## src/rtl/iseq_pkg.sv

```systemverilog
// Package: shared state encoding for the power-up initialization sequencer.
// Assumes the state register is one-hot with one bit per phase.
package iseq_pkg;
    localparam int unsigned NUM_ST = 6;
    localparam int unsigned ST_IDLE  = 0;
    localparam int unsigned ST_WAIT  = 1;
    localparam int unsigned ST_RSTA  = 2;
    localparam int unsigned ST_DUMMY = 3;
    localparam int unsigned ST_RSTB  = 4;
    localparam int unsigned ST_DONE  = 5;

    typedef logic [NUM_ST-1:0] st_oh_t;

    localparam st_oh_t ST_IDLE_OH = st_oh_t'(1) << ST_IDLE;

    // Port control pair that both memory ports receive identically.
    typedef struct packed {
        logic clk_en;
        logic rst;
    } port_ctl_t;
endpackage

```

## src/rtl/iseq_cycle_counter.sv

```systemverilog
// Module: down counter that measures a fixed span of LEN cycles.
// A load pulse starts the span. 'expired' is high in the last cycle of
// the span, which is LEN cycles after the load edge, and stays high
// while the counter is at rest. Assumes LEN >= 1.
module iseq_cycle_counter #(
    parameter int unsigned LEN = 80
) (
    input  logic clk,
    input  logic rst_n,
    input  logic load,
    output logic expired
);
    localparam int unsigned CW = $clog2(LEN + 1);

    logic [CW-1:0] cnt_q;

    // Load the span length minus one, then count down to zero and hold.
    always_ff @(posedge clk) begin
        if (!rst_n) begin
            cnt_q <= '0;
        end else if (load) begin
            cnt_q <= CW'(LEN - 1);
        end else if (cnt_q != '0) begin
            cnt_q <= cnt_q - 1'b1;
        end
    end

    assign expired = (cnt_q == '0);
endmodule

```

## src/rtl/iseq_fsm.sv

```systemverilog
// Module: one-hot phase controller of the initialization sequencer.
// It accepts a start only while idle or done, latches the mode at that
// start, and steps through the wait, first reset (recovery only), dummy
// and final reset phases. The phase lengths come from two external
// counters. An illegal state vector falls back to idle.
module iseq_fsm
    import iseq_pkg::*;
(
    input  logic   clk,
    input  logic   rst_n,
    input  logic   start,
    input  logic   recover,
    input  logic   wait_exp,
    input  logic   dummy_exp,
    output logic   wait_load,
    output logic   dummy_load,
    output st_oh_t st
);
    st_oh_t st_q;
    st_oh_t st_d;
    logic   rec_q;
    logic   accept;
    logic   wait_end;

    assign accept   = start & (st_q[ST_IDLE] | st_q[ST_DONE]);
    assign wait_end = st_q[ST_WAIT] & wait_exp;

    // Next-state equations, one per phase bit.
    always_comb begin
        st_d           = '0;
        st_d[ST_IDLE]  = st_q[ST_IDLE] & ~start;
        st_d[ST_WAIT]  = accept | (st_q[ST_WAIT] & ~wait_exp);
        st_d[ST_RSTA]  = wait_end & rec_q;
        st_d[ST_DUMMY] = (wait_end & ~rec_q) | st_q[ST_RSTA]
                       | (st_q[ST_DUMMY] & ~dummy_exp);
        st_d[ST_RSTB]  = st_q[ST_DUMMY] & dummy_exp;
        st_d[ST_DONE]  = st_q[ST_RSTB] | (st_q[ST_DONE] & ~start);
        if (!$onehot(st_q)) begin
            st_d = ST_IDLE_OH;
        end
    end

    // State register.
    always_ff @(posedge clk) begin
        if (!rst_n) begin
            st_q <= ST_IDLE_OH;
        end else begin
            st_q <= st_d;
        end
    end

    // Mode latch, written only when a start is accepted.
    always_ff @(posedge clk) begin
        if (!rst_n) begin
            rec_q <= 1'b0;
        end else if (accept) begin
            rec_q <= recover;
        end
    end

    assign wait_load  = accept;
    assign dummy_load = (wait_end & ~rec_q) | st_q[ST_RSTA];
    assign st         = st_q;
endmodule

```

## src/rtl/field_init_seq.sv

```systemverilog
// Module: power-up initialization sequencer for a serial field memory
// (top). It drives the clock enables and reset strobes of both memory
// ports identically and reports completion.
// Assumes STAB_CYCLES >= 2 and DUMMY_CYCLES >= 2, so that each reset
// strobe has its low guard around every pulse without extra states.
module field_init_seq
    import iseq_pkg::*;
#(
    parameter int unsigned STAB_CYCLES  = 5_000_000,
    parameter int unsigned DUMMY_CYCLES = 80
) (
    input  logic clk,
    input  logic rst_n,
    input  logic start,
    input  logic recover,
    output logic wr_clk_en,
    output logic rd_clk_en,
    output logic wr_rst,
    output logic rd_rst,
    output logic done
);
    localparam int unsigned NUM_PORTS = 2;

    st_oh_t    st;
    logic      wait_load;
    logic      dummy_load;
    logic      wait_exp;
    logic      dummy_exp;
    port_ctl_t ctl;
    port_ctl_t port_ctl [NUM_PORTS];

    iseq_fsm u_fsm (
        .clk        (clk),
        .rst_n      (rst_n),
        .start      (start),
        .recover    (recover),
        .wait_exp   (wait_exp),
        .dummy_exp  (dummy_exp),
        .wait_load  (wait_load),
        .dummy_load (dummy_load),
        .st         (st)
    );

    iseq_cycle_counter #(.LEN(STAB_CYCLES)) u_wait_cnt (
        .clk     (clk),
        .rst_n   (rst_n),
        .load    (wait_load),
        .expired (wait_exp)
    );

    iseq_cycle_counter #(.LEN(DUMMY_CYCLES)) u_dummy_cnt (
        .clk     (clk),
        .rst_n   (rst_n),
        .load    (dummy_load),
        .expired (dummy_exp)
    );

    // Decode the phase into the shared port control; reset cycles carry a clock.
    always_comb begin
        ctl.rst    = st[ST_RSTA] | st[ST_RSTB];
        ctl.clk_en = st[ST_DUMMY] | ctl.rst;
    end

    // Fan the shared control out to each memory port.
    for (genvar p = 0; p < NUM_PORTS; p++) begin : g_port
        assign port_ctl[p] = ctl;
    end

    assign wr_clk_en = port_ctl[0].clk_en;
    assign wr_rst    = port_ctl[0].rst;
    assign rd_clk_en = port_ctl[1].clk_en;
    assign rd_rst    = port_ctl[1].rst;
    assign done      = st[ST_DONE];
endmodule

```

## config.mk

```make
export PLATFORM = sky130hd
export DESIGN_NAME = field_init_seq
export DESIGN_NICKNAME = d
export VERILOG_FILES = /design/src/rtl/iseq_pkg.sv /design/src/rtl/iseq_cycle_counter.sv /design/src/rtl/iseq_fsm.sv /design/src/rtl/field_init_seq.sv
export SDC_FILE = /design/constraint.sdc
export NUM_CORES = 1
export LEC_CHECK = 0
export ABC_AREA = 1
export ABC_CLOCK_PERIOD_IN_PS = 3200
export BUFFER_PORTS_ARGS = -buffer_cell sky130_fd_sc_hd__buf_2
export CAP_MARGIN = 20
export CORE_ASPECT_RATIO = 2
export CORE_MARGIN = 2
export CORE_UTILIZATION = 50
export CTS_CLUSTER_DIAMETER = 30
export DETAILED_ROUTE_END_ITERATION = 8
export PLACE_DENSITY_LB_ADDON = 0.1
export SLEW_MARGIN = 20
export SYNTH_ARGS = -nofsm -noshare
export SYNTH_HDL_FRONTEND = slang
export SYNTH_HIERARCHICAL = 1
export SYNTH_SLANG_ARGS = --single-unit
```

## constraint.sdc

```tcl
create_clock -name clk -period 3.2 [get_ports clk]
set_input_delay 0.32 -clock clk [delete_from_list [all_inputs] [get_ports clk]]
set_output_delay 0.32 -clock clk [all_outputs]
set_load 0.03 [all_outputs]
```

==> impl_metrics.tcl, run 1 <==
set metrics [dict create \
    r2r_cells 10 \
    clock-root-buffer "clkbuf_8" \
    syn_nets 343 \
    slew_headroom_pct 68.73 \
    setup_viol 0 \
    synth-seq-area-share_pct 32.94 \
    slew_viol_final 0 \
    instances_no_fill 396 \
    num_rows 34 \
    r2r_start "u_fsm/st[0]" \
    cp_slowest_stage_delay_ns 0.49 \
    cp_num_buf_inv 3 \
    maxCapViolCount 0 \
    wl_mm 5.111 \
    ys_warn_count 6 \
    hold_depth 2 \
    synthToLayoutAreaGrowth_pct 8.069 \
    htree_levels 2 \
    critPathKind "reg -> reg" \
    layout_commonest_cell "nand2_1" \
    worstHoldStart "start" \
    grt_max_degree 21 \
    min_period_ns 2.552 \
    cts_buffer_depth 2 \
    layout-drive-gt1-share_pct 16.96 \
    crit_chain "inv_1 > fa_1 > fa_1 > inv_1 > ha_1 > fa_1 > inv_1 > nand2_1 > nor2_4 > o21ai_0" \
    critical_path.slowest_cell "fa_1" \
    nFillCells 483 \
    dp_cells 388 \
    setup_tns_ns 0 \
    max_freq_ghz 0.3919 \
    period_share_pct 79.75 \
    reg2reg_to "u_fsm/st[0]" \
    first_pass_iters 6 \
    vias_per_cell 5.215 \
    num_io_pins 9 \
    p_leak_nw 1.164 \
    grt_use_total_pct 22.48 \
    skew_ns 0.002823 \
    cts_sinks 37 \
    cts_post_setup_buffers_inserted 0 \
    grt_pass1_wl_mm 8.576 \
    cts_tree "built" \
    cp-end-kind "register" \
    die_w_um 51.42 \
    wl_per_cell_um 12.91 \
    worstPathRequired_ns 3.37 \
    hold_buffers 0 \
    finalHoldViolations 0 \
    place_worst_setup_slack_ns 0.6514 \
    fin_ws_ns 0.6480 \
    arrival_ns 2.73 \
    first_global_vias 2029 \
    final_cell_mix "75 x nand2_1, 47 x inv_1, 42 x nor2_1" \
    antenna_left 0 \
    power_mw 1.596 \
    antenna_found_initial 0 \
    worstHoldPathType "in -> reg" \
    netlist_instances 332 \
    dieArea_sq_um 5082 \
    fin_util_pct 56.00 \
    dpl_cell_area_sq_um 2315 \
    power_density_nw_per_um2 656.8 \
    hold_end "u_fsm/st[0]" \
    path_clk_slew_ns 0.08 \
    io_buffers 8 \
    worst_pin_slew_ns 0.4685 \
    netlist_area_sq_um 2248 \
    crit_family "adder cells" \
    via_count 2065 \
    nets 352 \
    synth_cell_types 30 \
    outcome "complete, no violations" \
    avgSynthCellArea_sq_um 6.772 \
    overflow 0 \
    start_kind "register" \
    num_antenna_cells 0 \
    chipHeight_um 98.84 \
    cts_buffers 5 \
    gp_congestion 0.8946 \
    reg2reg_slack_ns 0.65 \
    drt_iter0_drc 18 \
    core_sq_um 4339 \
    vdd_drop_max_v 0.0005277 \
    rsz0062_at_grt "false" \
    clkLatencyLatePin_ns 0.29 \
    drc 0 \
    dp_hpwl_mm 4.070 \
    synth_seq_cells 37 \
    initial_core_util_pct 51.82 \
    postLayoutCellArea_sq_um 2430 \
    cp_max_fo 5 \
    whs_ns 0.2695 \
    ctsResizeCount 0 \
]
power breakdown:
part	switching, mW	internal, mW
Sequential	0.0614	0.525
Combinational	0.385	0.212
Clock	0.179	0.233
cell usage after synthesis:
cell type  count  area (sq um)
nor3_2         1         10.01
o21bai_2       1         11.26
dfxtp_1       37         740.7
fa_1           3         60.06
buf_4          3         22.52
nand2_1       75         281.5
inv_1         47         176.4
or2_1          2         12.51
nand4_1        9         56.30
ha_1           4         50.05
clkinv_1       1         3.750
o21ai_0        3         15.01
xor2_1         6         52.55
nand2_2        5         31.28
buf_6          1         11.26
nand3b_1       1         7.510
nor2_1        42         157.7
nand3_1       30         150.1
or2_2          1         6.260
nand3_2        2         20.02
a31oi_1        1         6.260
inv_2          4         15.01
a21o_1         1         7.510
a21boi_0       1         7.510
o21ai_1        2         10.01
nor2_2        20         125.1
clkbuf_1       2         7.510
nor2_4         8         90.09
xnor2_1        2         17.52
a21oi_1       17         85.08
metal layers:
layer	part of all wire, %	vias to the layer above	track usage (%)
met2	57	46	42.60
li1	-	1048	-
met3	2.5	23	2.879
met4	6.8	0	15.79
met5	0	-	0
met1	34	948	20.42
how the worst max path moves through the flow:
stage	startpoint	end	slack, ns	cells after the start
finish	u_fsm/st[0]	u_fsm/st[0]	0.65	10
global route	u_fsm/st[0]	u_fsm/st[1]	0.49	11
CTS	u_fsm/st[0]	u_fsm/st[1]	0.63	11
detailed placement	u_fsm/st[0]	u_fsm/st[1]	0.65	11
global placement	u_fsm/st[0]	u_fsm/st[0]	0.70	10
floorplan	u_fsm/st[0]	u_fsm/st[0]	0.79	10
area by class of cell:
class	count	area [sq um]	share of cell area [%]
Clock inverter	3	46.29	1.905
Sequential cell	37	740.7	30.48
Multi-Input combinational cell	237	1271	52.32
Tap cell	54	67.56	2.781
Clock buffer	5	68.82	2.832
Timing Repair Buffer	8	40.04	1.648
Inverter	52	195.2	8.033
logic make-up after synthesis:
family          synth area share, %
flops                         32.94
simple gates                  42.18
compound gates                6.344
buf+inv                       10.52
fa+ha+maj                     4.897
xor+xnor                      3.116
state kept, by name, indices dropped and copies added (netlist names):
name,cells
u_fsm/rec_q,1
u_wait_cnt/cnt_q,23
u_dummy_cnt/cnt_q,7
u_fsm/st,6
worst reg2reg max path, delay by kind of cell (launching register included):
family                     cells  cell delay, ns
buffers and inverters          3            0.19
and+or+nand+nor                2            0.22
DFF                            1            0.33
adders and majority gates      4            1.60
AOI/OAI and AO/OA              1            0.10
(Power assumes the default switching activity.)
==> run 2: changes to the inputs <==
--- a/config.mk
+++ b/config.mk
@@ -6,7 +6,7 @@
 export NUM_CORES = 1
 export LEC_CHECK = 0
 export ABC_AREA = 1
-export ABC_CLOCK_PERIOD_IN_PS = 3200
+export ABC_CLOCK_PERIOD_IN_PS = 2200
 export BUFFER_PORTS_ARGS = -buffer_cell sky130_fd_sc_hd__buf_2
 export CAP_MARGIN = 20
 export CORE_ASPECT_RATIO = 2
==> constraint.sdc (replaced) <==
create_clock -name clk -period 2.2 [get_ports clk]
set_input_delay 0.22 -clock clk [delete_from_list [all_inputs] [get_ports clk]]
set_output_delay 0.22 -clock clk [all_outputs]
set_load 0.03 [all_outputs]
==> impl_metrics.tcl, run 2 (synthesis gave the netlist of run 1 again) <==
set metrics [dict create \
    outcome "finished, violations left" \
    violations "negative setup slack" \
    fin_ws_ns -0.2729 \
    antenna_found_initial 0 \
    grt_pass1_wl_mm 8.852 \
    largest_register "u_wait_cnt/cnt_q" \
    clkLatencyLatePin_ns 0.29 \
    multi_input_area_sq_um 1276 \
    power_density_nw_per_um2 957.6 \
    skew_ns 0.003969 \
    dieArea_sq_um 5082 \
    p_leak_nw 1.195 \
    first_global_vias 2059 \
    power_mw 2.383 \
    num_antenna_cells 0 \
    busiest_layer "met2" \
    instances_no_fill 402 \
    io_buffers 8 \
    dp_cells 394 \
    max_freq_ghz 0.4044 \
    start_kind "register" \
    chipHeight_um 98.84 \
    first_pass_iters 4 \
    core_sq_um 4339 \
    final_cell_mix "74 x nand2_1, 45 x inv_1, 42 x nor2_1" \
    drt_iter0_drc 33 \
    cts_buffer_depth 2 \
    slew_viol_final 0 \
    use_met3_pct 2.727 \
    min_period_ns 2.473 \
    regArea_sq_um 744.5 \
    layout_commonest_cell "nand2_1" \
    grt_use_total_pct 23.52 \
    path_clk_slew_ns 0.07 \
    initial_core_util_pct 51.82 \
    critPathKind "reg -> reg" \
    worstHoldPathType "in -> reg" \
    num_io_pins 9 \
    setup_viol 6 \
    cts_buffers 5 \
    num_rows 34 \
    met1_usage_pct 20.93 \
    grt_max_degree 21 \
    layout-drive-gt1-share_pct 20.40 \
    cts_sinks 37 \
    cp_max_fo 5 \
    clock-root-buffer "clkbuf_8" \
    overflow 0 \
    worst_pin_slew_ns 0.4756 \
    via_count 2077 \
    use_met2_pct 44.28 \
    nets 358 \
    slew_headroom_pct 68.26 \
    nFillCells 457 \
    rsz0062_at_grt "true" \
    cts_tree "built" \
    dp_hpwl_mm 4.208 \
    maxCapViolCount 0 \
    largest_reg_flops 23 \
    vdd_drop_max_v 0.0008389 \
    drc 0 \
    wl_mm 5.417 \
    vias_per_cell 5.167 \
    gp_congestion 0.9678 \
    period_share_pct 112.4 \
    htree_levels 2 \
    arrival_ns 2.70 \
    antenna_left 0 \
    worstPathRequired_ns 2.43 \
    finalHoldViolations 0 \
    cp-end-kind "register" \
    die_w_um 51.42 \
    wl_per_cell_um 13.48 \
    synthToLayoutAreaGrowth_pct 10.68 \
]
[run 2: cell count changes in the layout (fill, tap and decap cells not counted), moves of 2 or more]
cell | previous run | this run
dfxtp_2 | 0 | 3
inv_1 | 47 | 45
buf_4 | 0 | 6
dfxtp_1 | 37 | 34
inv_2 | 4 | 6
[run 2: worst paths after layout]
kind | startpoint | endpoint | slack, ns | cells after the start
max | u_fsm/st[0] | u_fsm/st[1] | -0.27 | 11
min | start | u_fsm/st[0] | 0.14 | 2
max reg2reg | u_fsm/st[0] | u_fsm/st[1] | -0.27 | 11
min reg2reg | u_fsm/rec_q | u_fsm/st[2] | 0.48 | 2
[run 2: layer usage]
metal  vias up  wire length [um]
li1       1060                 -
met1       929              1887
met2        57              3009
met3        31               111
met4         0               408
met5         -                 0
[run 2: power breakdown]
part	switching [mW]	total [mW]	internal, mW
Sequential	0.0913	0.858	0.767
Clock	0.261	0.630	0.369
Combinational	0.573	0.896	0.323
[run 2: what timing repair did]
| item | in CTS | in global routing |
|---|---|---|
| endpoints found under the setup margin | 6 | 6 |
| buffers inserted | 0 | 0 |
| resized for setup | 3 | 0 |
| pin swaps | 3 | 1 |
| hold buffers | 0 | 0 |
| cloned | 0 | 0 |
[run 2: cell type report]
type / instances / area share [%]
Tap cell: 54 / 2.715
Clock buffer: 6 / 3.318
Inverter: 52 / 7.843
Timing Repair Buffer: 14 / 3.419
Sequential cell: 37 / 29.91
Clock inverter: 2 / 1.508
Multi-Input combinational cell: 237 / 51.28
[run 2: worst max-delay path, stage by stage (launching register included)]
cell and delay (ns):
dfxtp_2 0.34, inv_2 0.04, fa_1 0.48, fa_1 0.49, inv_1 0.05, ha_2 0.16
fa_1 0.42, inv_1 0.08, nand2_2 0.06, nor2_4 0.14, inv_2 0.06, nor2_1 0.09
[run 2: stage by stage]
step	util [%]	TNS, ns	hold WS [ns]	cell area (sq um)	setup slack, ns
floorplan	-	-1.079	0.3176	2255	-0.1858
global placement	54.53	-1.487	0.4554	2366	-0.2577
detailed placement	54.53	-1.714	0.4542	2366	-0.2929
CTS	57.35	-1.680	0.1377	2489	-0.2887
global route	57.35	-2.138	0.1647	2489	-0.3742
finish	57.35	-1.571	0.1378	2489	-0.2729
==> run 3: changes to the inputs <==
--- a/config.mk
+++ b/config.mk
@@ -9,9 +9,11 @@
 export ABC_CLOCK_PERIOD_IN_PS = 2200
 export BUFFER_PORTS_ARGS = -buffer_cell sky130_fd_sc_hd__buf_2
 export CAP_MARGIN = 20
+export CELL_PAD_IN_SITES_DETAIL_PLACEMENT = 1
+export CELL_PAD_IN_SITES_GLOBAL_PLACEMENT = 2
 export CORE_ASPECT_RATIO = 2
 export CORE_MARGIN = 2
-export CORE_UTILIZATION = 50
+export CORE_UTILIZATION = 31
 export CTS_CLUSTER_DIAMETER = 30
 export DETAILED_ROUTE_END_ITERATION = 8
 export PLACE_DENSITY_LB_ADDON = 0.1
==> impl_metrics.tcl, run 3 (synthesis gave the netlist of run 1 again) <==
set metrics [dict create \
    min_period_ns 2.514 \
    place_worst_setup_slack_ns -0.3573 \
    largest_register "u_wait_cnt/cnt_q" \
    cts_buffers 5 \
    maxCapViolCount 0 \
    layout_commonest_cell "nand2_1" \
    first_pass_iters 4 \
    cts_tree "built" \
    die_w_um 64.22 \
    path_clk_slew_ns 0.06 \
    nets 361 \
    worst_pin_slew_ns 0.4624 \
    num_rows 44 \
    start_kind "register" \
    max_freq_ghz 0.3977 \
    initial_core_util_pct 31.42 \
    io_buffers 8 \
    drt_iter0_drc 78 \
    clkLatencyLatePin_ns 0.28 \
    power_density_nw_per_um2 1037 \
    cp_max_fo 5 \
    critPathKind "reg -> reg" \
    cts_buffer_depth 2 \
    antenna_found_initial 0 \
    slew_headroom_pct 69.14 \
    grt_use_total_pct 16.86 \
    grt_max_degree 14 \
    chipHeight_um 124.4 \
    violations "negative setup slack" \
    finalHoldViolations 0 \
    dieArea_sq_um 7992 \
    worstPathRequired_ns 2.42 \
    fin_ws_ns -0.3143 \
    grt_pass1_wl_mm 10.46 \
    p_leak_nw 1.247 \
    first_global_vias 2173 \
    largest_reg_flops 23 \
    setup_viol 6 \
    power_mw 2.729 \
    gp_congestion 0.8134 \
    drc 0 \
    vias_per_cell 4.716 \
    dp_hpwl_mm 4.873 \
    htree_levels 2 \
    num_antenna_cells 0 \
    outcome "finished, violations left" \
    num_io_pins 9 \
    cp-end-kind "register" \
    core_sq_um 7157 \
    period_share_pct 114.3 \
    wl_mm 6.110 \
    vdd_drop_max_v 0.0005294 \
    slew_viol_final 0 \
    rsz0062_at_grt "true" \
    clock-root-buffer "clkbuf_16" \
    skew_ns 0.003513 \
    worstHoldPathType "in -> reg" \
    arrival_ns 2.74 \
    synthToLayoutAreaGrowth_pct 16.97 \
    layout-drive-gt1-share_pct 21.08 \
    hold_buffers 0 \
    antenna_left 0 \
    cts_sinks 37 \
    via_count 2089 \
    final_cell_mix "74 x nand2_1, 45 x inv_1, 41 x nor2_1" \
    wl_per_cell_um 13.79 \
    overflow 0 \
]
## run 3: cell types whose count changed in the layout (fill, tap and decap cells not counted)
cell / previous run / this run
dfxtp_2: 3 / 2
clkbuf_16: 0 / 5
dfxtp_1: 34 / 35
bufinv_16: 1 / 2
nor2_2: 20 / 21
clkinv_2: 0 / 1
buf_4: 6 / 9
clkinvlp_4: 1 / 0
nor2_1: 42 / 41
clkbuf_8: 6 / 0
## run 3: where the power goes
part           leakage (nW)  internal (mW)  switching, mW
logic                 0.848          0.333          0.598
registers             0.305          0.767         0.0911
clock network        0.0938          0.648          0.293
## run 3: cell type report
type	count	area, sq um
clock inverter	3	65.06
tap	92	115.1
sequential	37	743.2
clock buffer	5	125.1
inverter	52	195.2
timing repair buffer	17	107.6
fill	925	4527
multi-input combinational	237	1279
## run 3: layer usage
layer / vias to the layer above / part of all wire [%] / global-route usage (%) / wire [um]
met2: 12 / 54 / 30.58 / 3273
met5: - / 0 / 0 / 0
met4: 0 / 1.3 / 6.008 / 82
met1: 1006 / 43 / 19.68 / 2633
met3: 5 / 2.0 / 2.168 / 121
li1: 1066 / - / - / -
## run 3: repair_timing
item                                    CTS  global route
resized for setup                         2             1
pin swaps                                 4             2
cloned                                    0             0
hold endpoints to repair                  0             0
setup buffers                             1             1
endpoints found under the setup margin    6             6
## run 3: path summary, 6_finish.rpt
check / startpoint / end / slack, ns / cells after the start
min reg2reg: u_fsm/rec_q / u_fsm/st[2] / 0.48 / 2
max reg2reg: u_fsm/st[3] / u_fsm/st[2] / -0.31 / 11
max: u_fsm/st[3] / u_fsm/st[2] / -0.31 / 11
min: start / u_fsm/st[0] / 0.16 / 2
## run 3: critical path, cell delays in order, from the launching register on
cell and delay (ns):
dfxtp_2 0.33, inv_2 0.04, fa_1 0.48, fa_1 0.49, inv_1 0.04, ha_2 0.17
fa_1 0.43, inv_1 0.08, nand2_2 0.06, nor2_4 0.17, nand2_1 0.07, nor2_1 0.08
## run 3: through the flow
stage	TNS (ns)	instances	hold slack, ns	area, sq um	util [%]
after detailed placement	-2.053	433	0.4584	2421	33.83
after global routing	-2.741	443	0.1644	2630	36.75
after global placement	-1.492	433	0.4528	2421	33.83
after floorplan	-1.079	332	0.3176	2255	-
after CTS	-1.894	442	0.1585	2620	36.61
final	-1.823	443	0.1578	2630	36.75
